<file path="src/rtl/pss_pkg.sv">
// Package: shared helpers for the supply supervisor.
// Assumes delays are given in microseconds and the clock in kHz.
package pss_pkg;

    // Convert a delay in microseconds into clock cycles, at least one.
    function automatic int unsigned us_to_cycles(longint unsigned khz, longint unsigned us);
        longint unsigned c;
        c = (khz * us) / 64'd1000;
        if (c == 64'd0) c = 64'd1;
        return int'(c);
    endfunction

    localparam int unsigned NUM_OV = 3;
    localparam int unsigned NUM_UV = 2;

endpackage

</file>
<file path="src/rtl/pss_deglitch.sv">
// Module: stability filter. The output takes the input value once the input
// has differed from the output for N consecutive clock edges; a shorter
// excursion is discarded. Assumes the input is already synchronous to clk.
module pss_deglitch #(
    parameter int unsigned N       = 4,
    parameter bit          RST_VAL = 1'b0
) (
    input  logic clk,
    input  logic rst_n,
    input  logic raw_i,
    output logic clean_o
);
    localparam int unsigned CW = (N < 2) ? 1 : $clog2(N + 1);

    logic [CW-1:0] cnt;
    logic          out_q;

    // Count edges of disagreement and adopt the input at the limit.
    always_ff @(posedge clk) begin
        if (!rst_n) begin
            cnt   <= '0;
            out_q <= RST_VAL;
        end else if (raw_i == out_q) begin
            cnt <= '0;
        end else if (cnt == CW'(N - 1)) begin
            out_q <= raw_i;
            cnt   <= '0;
        end else begin
            cnt <= cnt + 1'b1;
        end
    end

    assign clean_o = out_q;

    // an output change happens only when the run counter was full.
    a_r2_accept_at_limit: assert property (@(posedge clk) disable iff (!rst_n)
        !$stable(out_q) |-> ($past(cnt) == CW'(N - 1)));

    // an accepted value equals the input sampled on that edge.
    a_r3_accept_value: assert property (@(posedge clk) disable iff (!rst_n)
        !$stable(out_q) |-> (out_q == $past(raw_i)));

endmodule

</file>
<file path="src/rtl/pss_hold_timer.sv">
// Module: saturating delay. done_o goes high once run_i has been high for
// N consecutive edges and stays high while run_i holds; a low run_i
// restarts the count. Assumes N fits the derived counter width.
module pss_hold_timer #(
    parameter int unsigned N = 8
) (
    input  logic clk,
    input  logic rst_n,
    input  logic run_i,
    output logic done_o
);
    localparam int unsigned CW = $clog2(N + 1);

    logic [CW-1:0] cnt;

    // Advance while enabled, saturate at N, clear when disabled.
    always_ff @(posedge clk) begin
        if (!rst_n)                  cnt <= '0;
        else if (!run_i)             cnt <= '0;
        else if (cnt != CW'(N))      cnt <= cnt + 1'b1;
    end

    assign done_o = (cnt == CW'(N));

    // a stopped timer reports not-done on the next edge.
    a_r7_stop_clears: assert property (@(posedge clk) disable iff (!rst_n)
        !run_i |=> !done_o);

endmodule

</file>
<file path="src/rtl/pss_supervisor.sv">
// Module: supply supervisor top. Filters the rail and request flags, keeps
// the sticky fault latch, times under-voltage enable, latch release and
// power-good, and drives two open-drain pull-down enables.
// Assumes all flag inputs are synchronous to clk.
module pss_supervisor #(
    parameter int unsigned CLK_KHZ         = 50000,
    parameter int unsigned OV_GLITCH_US    = 55,
    parameter int unsigned UV_GLITCH_US    = 73,
    parameter int unsigned REQ_DEBOUNCE_US = 38000,
    parameter int unsigned RELEASE_US      = 3500,
    parameter int unsigned UV_ENABLE_US    = 75000,
    parameter int unsigned PG_DELAY_US     = 300000
) (
    input  logic clk,
    input  logic rst_n,
    input  logic ov_v33_i,
    input  logic ov_v5_i,
    input  logic ov_vcc_i,
    input  logic uv_v33_i,
    input  logic uv_v5_i,
    input  logic pgin_ok_i,
    input  logic pgin_low_i,
    input  logic pwr_req_n_i,
    output logic pgood_pd_o,
    output logic fault_pd_o
);
    import pss_pkg::*;

    localparam int unsigned N_OV   = us_to_cycles(CLK_KHZ, OV_GLITCH_US);
    localparam int unsigned N_UV   = us_to_cycles(CLK_KHZ, UV_GLITCH_US);
    localparam int unsigned N_REQ  = us_to_cycles(CLK_KHZ, REQ_DEBOUNCE_US);
    localparam int unsigned N_REL  = us_to_cycles(CLK_KHZ, RELEASE_US);
    localparam int unsigned N_UVEN = us_to_cycles(CLK_KHZ, UV_ENABLE_US);
    localparam int unsigned N_PG   = us_to_cycles(CLK_KHZ, PG_DELAY_US);

    logic [NUM_OV-1:0] ov_raw, ov_f;
    logic [NUM_UV-1:0] uv_raw, uv_f;
    logic pgin_ok_f, pgin_low_f, req_n_f, req_on;
    logic uv_en, rel_done, pg_done;
    logic ov_fault, uv_fault, healthy, pg, fault_q;

    assign ov_raw = {ov_vcc_i, ov_v5_i, ov_v33_i};
    assign uv_raw = {uv_v5_i, uv_v33_i};

    // One short filter per over-voltage rail.
    for (genvar i = 0; i < NUM_OV; i++) begin : g_ov
        pss_deglitch #(.N(N_OV), .RST_VAL(1'b0)) u_flt (
            .clk(clk), .rst_n(rst_n), .raw_i(ov_raw[i]), .clean_o(ov_f[i]));
    end

    // One longer filter per under-voltage rail.
    for (genvar i = 0; i < NUM_UV; i++) begin : g_uv
        pss_deglitch #(.N(N_UV), .RST_VAL(1'b0)) u_flt (
            .clk(clk), .rst_n(rst_n), .raw_i(uv_raw[i]), .clean_o(uv_f[i]));
    end

    pss_deglitch #(.N(N_UV), .RST_VAL(1'b0)) u_pgin_ok (
        .clk(clk), .rst_n(rst_n), .raw_i(pgin_ok_i), .clean_o(pgin_ok_f));

    pss_deglitch #(.N(N_UV), .RST_VAL(1'b1)) u_pgin_low (
        .clk(clk), .rst_n(rst_n), .raw_i(pgin_low_i), .clean_o(pgin_low_f));

    pss_deglitch #(.N(N_REQ), .RST_VAL(1'b1)) u_req (
        .clk(clk), .rst_n(rst_n), .raw_i(pwr_req_n_i), .clean_o(req_n_f));

    assign req_on = ~req_n_f;

    // Under-voltage checking opens a fixed time after the request is accepted.
    pss_hold_timer #(.N(N_UVEN)) u_uv_en (
        .clk(clk), .rst_n(rst_n), .run_i(req_on), .done_o(uv_en));

    // Latch release runs while the accepted request is inactive.
    pss_hold_timer #(.N(N_REL)) u_release (
        .clk(clk), .rst_n(rst_n), .run_i(req_n_f), .done_o(rel_done));

    // Fault classification for the latch and for power-good.
    always_comb begin
        ov_fault = |ov_f;
        uv_fault = uv_en & ~pgin_low_f & (|uv_f);
        healthy  = req_on & pgin_ok_f & ~fault_q & ~ov_fault & ~uv_fault;
    end

    // Sticky fault latch: a set wins over the delayed release.
    always_ff @(posedge clk) begin
        if (!rst_n)                    fault_q <= 1'b0;
        else if (ov_fault || uv_fault) fault_q <= 1'b1;
        else if (rel_done)             fault_q <= 1'b0;
    end

    // Power-good qualification delay, restarted by any unhealthy cycle.
    pss_hold_timer #(.N(N_PG)) u_pg (
        .clk(clk), .rst_n(rst_n), .run_i(healthy), .done_o(pg_done));

    assign pg         = healthy & pg_done;
    assign pgood_pd_o = ~pg;
    assign fault_pd_o = ~fault_q;

    // an accepted over-voltage flag sets the latch on the next edge.
    a_r5_ov_sets_latch: assert property (@(posedge clk) disable iff (!rst_n)
        ov_fault |=> fault_q);

    // without a release, a set latch stays set.
    a_r6_latch_holds: assert property (@(posedge clk) disable iff (!rst_n)
        (fault_q && !rel_done) |=> fault_q);

    // the latch falls only after the release delay has completed.
    a_r7_clear_after_release: assert property (@(posedge clk) disable iff (!rst_n)
        $fell(fault_q) |-> $past(rel_done));

    // power-good rises only after a cycle that was already healthy.
    a_r9_pg_after_health: assert property (@(posedge clk) disable iff (!rst_n)
        $rose(pg) |-> $past(healthy));

endmodule

</file>
<file path="config.mk">
export PLATFORM = sky130hd
export DESIGN_NAME = pss_supervisor
export DESIGN_NICKNAME = d
export VERILOG_FILES = /design/src/rtl/pss_pkg.sv /design/src/rtl/pss_deglitch.sv /design/src/rtl/pss_hold_timer.sv /design/src/rtl/pss_supervisor.sv
export SDC_FILE = /design/constraint.sdc
export NUM_CORES = 1
export LEC_CHECK = 0
export ABC_AREA = 1
export BUFFER_PORTS_ARGS = -buffer_cell sky130_fd_sc_hd__clkbuf_2
export CAP_MARGIN = 20
export CORE_MARGIN = 5
export CORE_UTILIZATION = 55
export DETAILED_ROUTE_END_ITERATION = 7
export GPL_TIMING_DRIVEN = 0
export PLACE_DENSITY = 0.74
export REMOVE_ABC_BUFFERS = 1
export SLEW_MARGIN = 20
export SYNTH_ARGS = -nofsm -noshare
export SYNTH_HDL_FRONTEND = slang
export SYNTH_SLANG_ARGS = --single-unit
</file>
<file path="constraint.sdc">
create_clock -name clk -period 1.4 [get_ports clk]
set_input_delay 0.21 -clock clk [delete_from_list [all_inputs] [get_ports clk]]
set_output_delay 0.21 -clock clk [all_outputs]
set_load 0.1 [all_outputs]
</file>
==> results of run 1 <==
through the flow:
step	hold WS, ns	TNS, ns	power [W]	utilization (%)	setup WS, ns
floorplan	0.295	-1.99	0.00534	-	-0.644
global placement	0.447	-36.58	0.00540	57.9	-0.816
detailed placement	0.453	-39.36	0.00541	57.9	-0.813
CTS	0.00486	-7.64	0.0105	64.0	-0.561
global route	0.0429	-12.73	0.0108	67.5	-0.695
finish	0.0200	-7.51	0.0105	67.5	-0.584
how the worst min path moves through the flow:
stage	to	cells after the start
2_1_floorplan	u_req.clean_o	1
3_3_place_gp	g_ov[1].u_flt.cnt[0]	1
3_5_place_dp	g_uv[0].u_flt.clean_o	3
4_1_cts	g_uv[0].u_flt.clean_o	3
5_1_grt	g_ov[1].u_flt.clean_o	3
6_report	g_uv[0].u_flt.clean_o	3
flip-flops by register name (all words and copies together) (netlist names), 3 cells and up:
register / flops
g_ov.u_flt.cnt: 36
g_ov.u_flt.clean_o: 3
u_uv_en.cnt: 22
g_uv.u_flt.cnt: 24
u_pgin_ok.cnt: 12
u_release.cnt: 18
u_pg.cnt: 24
u_req.cnt: 21
u_pgin_low.cnt: 12
Yosys cell counts, drive strengths merged:
library cell	instances	area (µm²)
nand3b	7	52.6
and3	2	12.5
xor2	36	315
nor2	239	972
o211ai	1	7.51
o21a	2	15.0
nand4	40	256
or2	15	93.8
nor3	51	325
ha	21	263
clkinv	1	3.75
xnor2	20	175
o31ai	1	12.5
inv	164	616
o21ai	41	205
a31oi	1	6.26
nor3b	2	15.0
o21bai	1	7.51
a21oi	75	375
nand3	99	556
dfxtp	178	3560
and2	2	12.5
nand2	273	1050
nor4	3	18.8
buf	13	86.3
logic make-up (layout without fill, tap and decap cells):
logic type	Yosys count	after routing
and+or+nand+nor	733	738
DFF	178	178
buffers and inverters	178	239
AOI/OAI and AO/OA	122	122
xor gates and xnor gates	56	56
adders and majority gates	21	21
worst min-delay path: cells and delay by family:
family | cells | cell delay, ns
AND/OR/NAND/NOR | 2 | 0.10
buffers and inverters | 1 | 0.10
metal layers:
layer / global-route usage, % / vias to the layer above / routed length, µm
li1: - / 4255 / -
met1: 23.7 / 3717 / 8560
met2: 32.5 / 150 / 9170
met3: 3.59 / 22 / 756
met4: 5.62 / 0 / 245
met5: 0 / - / 0
what timing repair did:
action / CTS / global route
buffers inserted: 14 / 17
cloned: 2 / 3
gates resized for setup: 67 / 133
hold buffers: 0 / 0
pin swaps: 13 / 43
endpoints found under the setup margin: 128 / 131
power groups by stage:
stage	logic (W)	clock network [W]	registers [W]
after global placement	0.000169	0	0.00524
after global routing	0.000272	0.00545	0.00513
after CTS	0.000208	0.00522	0.00512
final	0.000240	0.00513	0.00512
after floorplan	0.000110	0	0.00523
after detailed placement	0.000172	0	0.00524
final cells by class:
type | instances | area share [%]
flip-flops and latches | 178 | 33.8
inverters | 165 | 5.79
clock inverters | 13 | 1.80
clock buffers | 19 | 4.10
repair buffers | 42 | 3.15
multi-input cells | 937 | 48.9
well taps | 216 | 2.50
==> flow_summary.json, run 1 <==
{
  "status": "finished with violations",
  "failed_checks": "negative setup slack",
  "worstHoldStart": "uv_v33_i",
  "fin_nets": 1372,
  "synth_xor_area_share_pct": 5.44,
  "die_w_um": 138,
  "r2r-end": "u_uv_en.cnt[18]",
  "fmax_ghz": 0.504,
  "endpoint": "pgood_pd_o",
  "cts-buffers-inserted": 17,
  "die-area_um2": 19100,
  "cp.depth": 7,
  "synth_top_family_by_area": "simple AND/OR/NAND/NOR gates",
  "seq_area_um2": 3650,
  "synth.distinct_cells": 39,
  "drcViolationCount": 0,
  "drtIter0Drc": 530,
  "p_int_w": 0.00825,
  "antenna_found_initial": 0,
  "fillers": 1356,
  "grt_pass1_wl_um": 31300,
  "startpoint": "u_uv_en.cnt[0]",
  "cp_common_cell": "nand4_1",
  "fp-row-count": 46,
  "drt_first_pass_iters": 7,
  "r2r_cells": 10,
  "p_comb_share_pct": 2.3,
  "power_frac_clock_pct": 48.9,
  "cp-end-kind": "output pin",
  "fin_cells": 1570,
  "insertion_delay_ns": 0.43,
  "yosys.area_share.simple_pct": 37.3,
  "vias": 8144,
  "place_area_um2": 9260,
  "netlist_instances": 1288,
  "r2r_start": "u_uv_en.cnt[0]",
  "grt_max_degree": 25,
  "min_period_ns": 1.98,
  "ff2ff_setup_slack_ns": -0.34,
  "ys_ff_latch": 178,
  "wl_per_cell_um": 11.9,
  "fin_ws_ns": -0.584,
  "grt_pass1_vias": 7254,
  "drive_above_1_share_pct": 20.5,
  "port_buffers": 11,
  "initial_core_util_pct": 56.4,
  "cp_cell_sequence": "inv_2, ha_4, nand4_1, nor2_2, nand3_2, nand4_1, buf_12",
  "n_antenna_cell": 0,
  "cts.clk_slew.worst_paths_ns": 0.07,
  "p_leak_nw": 3.68,
  "worstPathRequired_ns": 1.19,
  "cts_tree": "built",
  "synth.area.mux_share_pct": 0,
  "io_pins": 12,
  "design_area_um2": 10800,
  "power.switching_w": 0.00224,
  "hold_class": "in -> reg",
  "fin_skew_ns": 0.00767,
  "cp.arrival_ns": 1.77,
  "clockBufferDepth": 2,
  "synth_adder_area_share_pct": 2.91,
  "area_growth_syn_to_layout_pct": 19.8,
  "dp_hpwl_um": 12400,
  "placeableCoreArea_um2": 16000,
  "maxSlewViolCount": 0,
  "dp.cells": 1502,
  "die_h_um": 138,
  "critPathBufInv": 2,
  "worst-slew-pin-transition_ns": 0.636,
  "crit_slowest_cell": "dfxtp_2",
  "worstSetupPathType": "reg -> out",
  "wl_um": 18700,
  "multi_input_area_um2": 5280,
  "setup_violations": 34,
  "grt_usage_pct": 18.7,
  "clockRootBuffer": "clkbuf_16",
  "ys_seq_area_share_pct": 39.5,
  "max_slew_margin_pct": 57.5,
  "finalHoldViolCount": 0,
  "rsz0062_at_grt": "true",
  "finalCritPeriodShare_pct": 142,
  "synth_compound_area_share_pct": 6.98,
  "via_per_inst": 5.19,
  "syn-cell-area_um2": 9020,
  "drv_cap": 0,
  "globalplace.congestion": 0.900,
  "switching_share_pct": 21.4,
  "mostFrequentLayoutCells": "246 x nand2_1, 200 x nor2_1, 148 x inv_1",
  "cp-start-kind": "flip-flop",
  "synth_warnings": 0,
  "max_stage_delay_ns": 0.33,
  "pwr-share-seq_pct": 48.8,
  "critPathTopFamily": "simple AND/OR/NAND/NOR gates",
  "antenna_left": 0,
  "crit_fanout": 3,
  "p_per_area_nw_per_um2": 971,
  "ir_drop_mv": 1.27,
  "clock-sinks": 178,
  "final_common_cell": "nand2_1",
  "syn_area_per_cell_um2": 7.00,
  "htree_levels": 4,
  "grt_overflow": 0
}
(Power assumes the default switching activity.)
==> inputs of run 2 (changes only) <==
Settings changed: MAX_ROUTING_LAYER set to met4.
==> run 2 against run 1 <==
The flow still finishes with violations (negative setup slack). Die area is the same. Power is essentially flat. Highest routed layer unchanged. Sequential power is essentially flat. Sequential share of layout area is essentially flat. First-iteration DRC count grew 1.3%. Critical path depth is the same. Combinational power is essentially flat. Worst hold slack lost 0.0035 ns.
==> flow_summary.json, run 2 (same netlist as run 1, synthesis figures left out) <==
{
  "grt_overflow": 0,
  "placeableCoreArea_um2": 16000,
  "grt_pass1_wl_um": 31300,
  "p_total_w": 0.0105,
  "area_growth_syn_to_layout_pct": 19.9,
  "endpoint": "pgood_pd_o",
  "met1_length_um": 8490,
  "setup_violations": 34,
  "cp-start-kind": "flip-flop",
  "fillers": 1355,
  "clock-sinks": 178,
  "drt_first_pass_iters": 6,
  "antenna_left": 0,
  "drtIter0Drc": 537,
  "crit_fanout": 3,
  "failed_checks": "negative setup slack",
  "top_regs": "g_ov.u_flt.cnt x36, g_uv.u_flt.cnt x24, u_pg.cnt x24",
  "max_stage_delay_ns": 0.33,
  "cts.clk_slew.worst_paths_ns": 0.07,
  "mostFrequentLayoutCells": "246 x nand2_1, 200 x nor2_1, 147 x inv_1",
  "top_register": "g_ov.u_flt.cnt",
  "maxSlewViolCount": 0,
  "ff2ff_setup_slack_ns": -0.34,
  "antenna_found_initial": 0,
  "finalHoldViolCount": 0,
  "dp_hpwl_um": 12400,
  "die-area_um2": 19100,
  "seq_area_um2": 3650,
  "drcViolationCount": 0,
  "worst-slew-pin-transition_ns": 0.657,
  "htree_levels": 4,
  "startpoint": "u_uv_en.cnt[0]",
  "cp_common_cell": "nand4_1",
  "p_per_area_nw_per_um2": 970,
  "n_antenna_cell": 0,
  "io_pins": 12,
  "r2r-end": "u_uv_en.cnt[18]",
  "final_common_cell": "nand2_1",
  "grt_pass1_vias": 7248,
  "via_per_inst": 5.15,
  "cts_hold_buf": 0,
  "rsz0062_at_grt": "true",
  "routed-wl-met3_um": 776,
  "ir_drop_mv": 1.27,
  "fin_nets": 1372,
  "finalCritPeriodShare_pct": 142,
  "multi_input_area_um2": 5290,
  "min_period_ns": 1.98,
  "dr_wl_met2_um": 9180,
  "cts_tree": "built",
  "fin_skew_ns": 0.00923,
  "globalplace.congestion": 0.915,
  "hold_class": "in -> reg",
  "cp-end-kind": "output pin",
  "largest_register_ffs": 36,
  "fin_ws_ns": -0.581,
  "grt_max_degree": 25,
  "insertion_delay_ns": 0.43,
  "cp_cell_sequence": "inv_2, ha_4, nand4_1, nor2_2, nand3_2, nand4_1, buf_12",
  "vias": 8079,
  "r2r_start": "u_uv_en.cnt[0]",
  "die_h_um": 138,
  "top_layer": "met4",
  "max_slew_margin_pct": 56.1,
  "worstPathRequired_ns": 1.19,
  "status": "finished with violations",
  "grt_usage_pct": 19.3,
  "crit_slowest_cell": "dfxtp_2",
  "p_leak_nw": 3.68,
  "fp-row-count": 46,
  "worstSetupPathType": "reg -> out",
  "drv_cap": 0,
  "cts-buffers-inserted": 17,
  "fin_util_pct": 67.6,
  "r2r_cells": 10,
  "wl_um": 18700,
  "clockRootBuffer": "clkbuf_16",
  "cp.arrival_ns": 1.77,
  "drive_above_1_share_pct": 20.6,
  "wl_per_cell_um": 11.9,
  "pre_cts_ws_ns": -0.813,
  "initial_core_util_pct": 56.4,
  "fmax_ghz": 0.505,
  "port_buffers": 11,
  "die_w_um": 138,
  "clockBufferDepth": 2
}
run 2: worst min-delay path by stage:
stage / startpoint / end / depth (start not counted)
global route: ov_v5_i / g_ov[1].u_flt.clean_o / 3
detailed placement: uv_v33_i / g_uv[0].u_flt.clean_o / 3
global placement: g_ov[1].u_flt.cnt[0] / g_ov[1].u_flt.cnt[0] / 1
CTS: uv_v33_i / g_uv[0].u_flt.clean_o / 3
finish: uv_v33_i / g_uv[0].u_flt.clean_o / 3
floorplan: rst_n / u_req.clean_o / 1
run 2: area by class of cell:
class / count / area share, %
Clock inverter: 13 / 1.79
Tap cell: 216 / 2.50
Multi-Input combinational cell: 937 / 48.9
Inverter: 165 / 5.79
Clock buffer: 19 / 4.10
Sequential cell: 178 / 33.7
Timing Repair Buffer: 42 / 3.15
run 2: timing repair:
item	CTS	global route
hold endpoints to repair	0	0
cloned	2	3
buffers inserted	14	17
pin swaps	13	46
endpoints found under the setup margin	128	131
resized for setup	67	135
run 2: report_power, final:
group,switching (W),internal (W)
clock,0.00205,0.00307
sequential,0.0000373,0.00509
combinational,0.000152,0.0000916
total,0.00224,0.00825
run 2: per-layer routing:
layer	track usage, %	up-vias
met5	-	-
met4	5.62	0
met3	3.59	24
met2	32.5	145
met1	23.8	3657
li1	-	4253
run 2: worst max-delay path: cells and delay by family (launching register included):
kind                       cells  cell delay, ns
and+or+nand+nor                4            0.61
adders and majority gates      1            0.13
DFF                            1            0.33
buffers and inverters          2            0.28
run 2: metrics by stage:
stage	setup TNS, ns	cell area, µm²	cells	hold slack [ns]
2_1_floorplan	-1.99	8930	1275	0.295
3_3_place_gp	-36.58	9260	1502	0.447
3_5_place_dp	-39.36	9260	1502	0.453
4_1_cts	-7.64	10200	1550	0.00486
5_1_grt	-12.63	10800	1570	0.0428
6_report	-7.93	10800	1570	0.0165
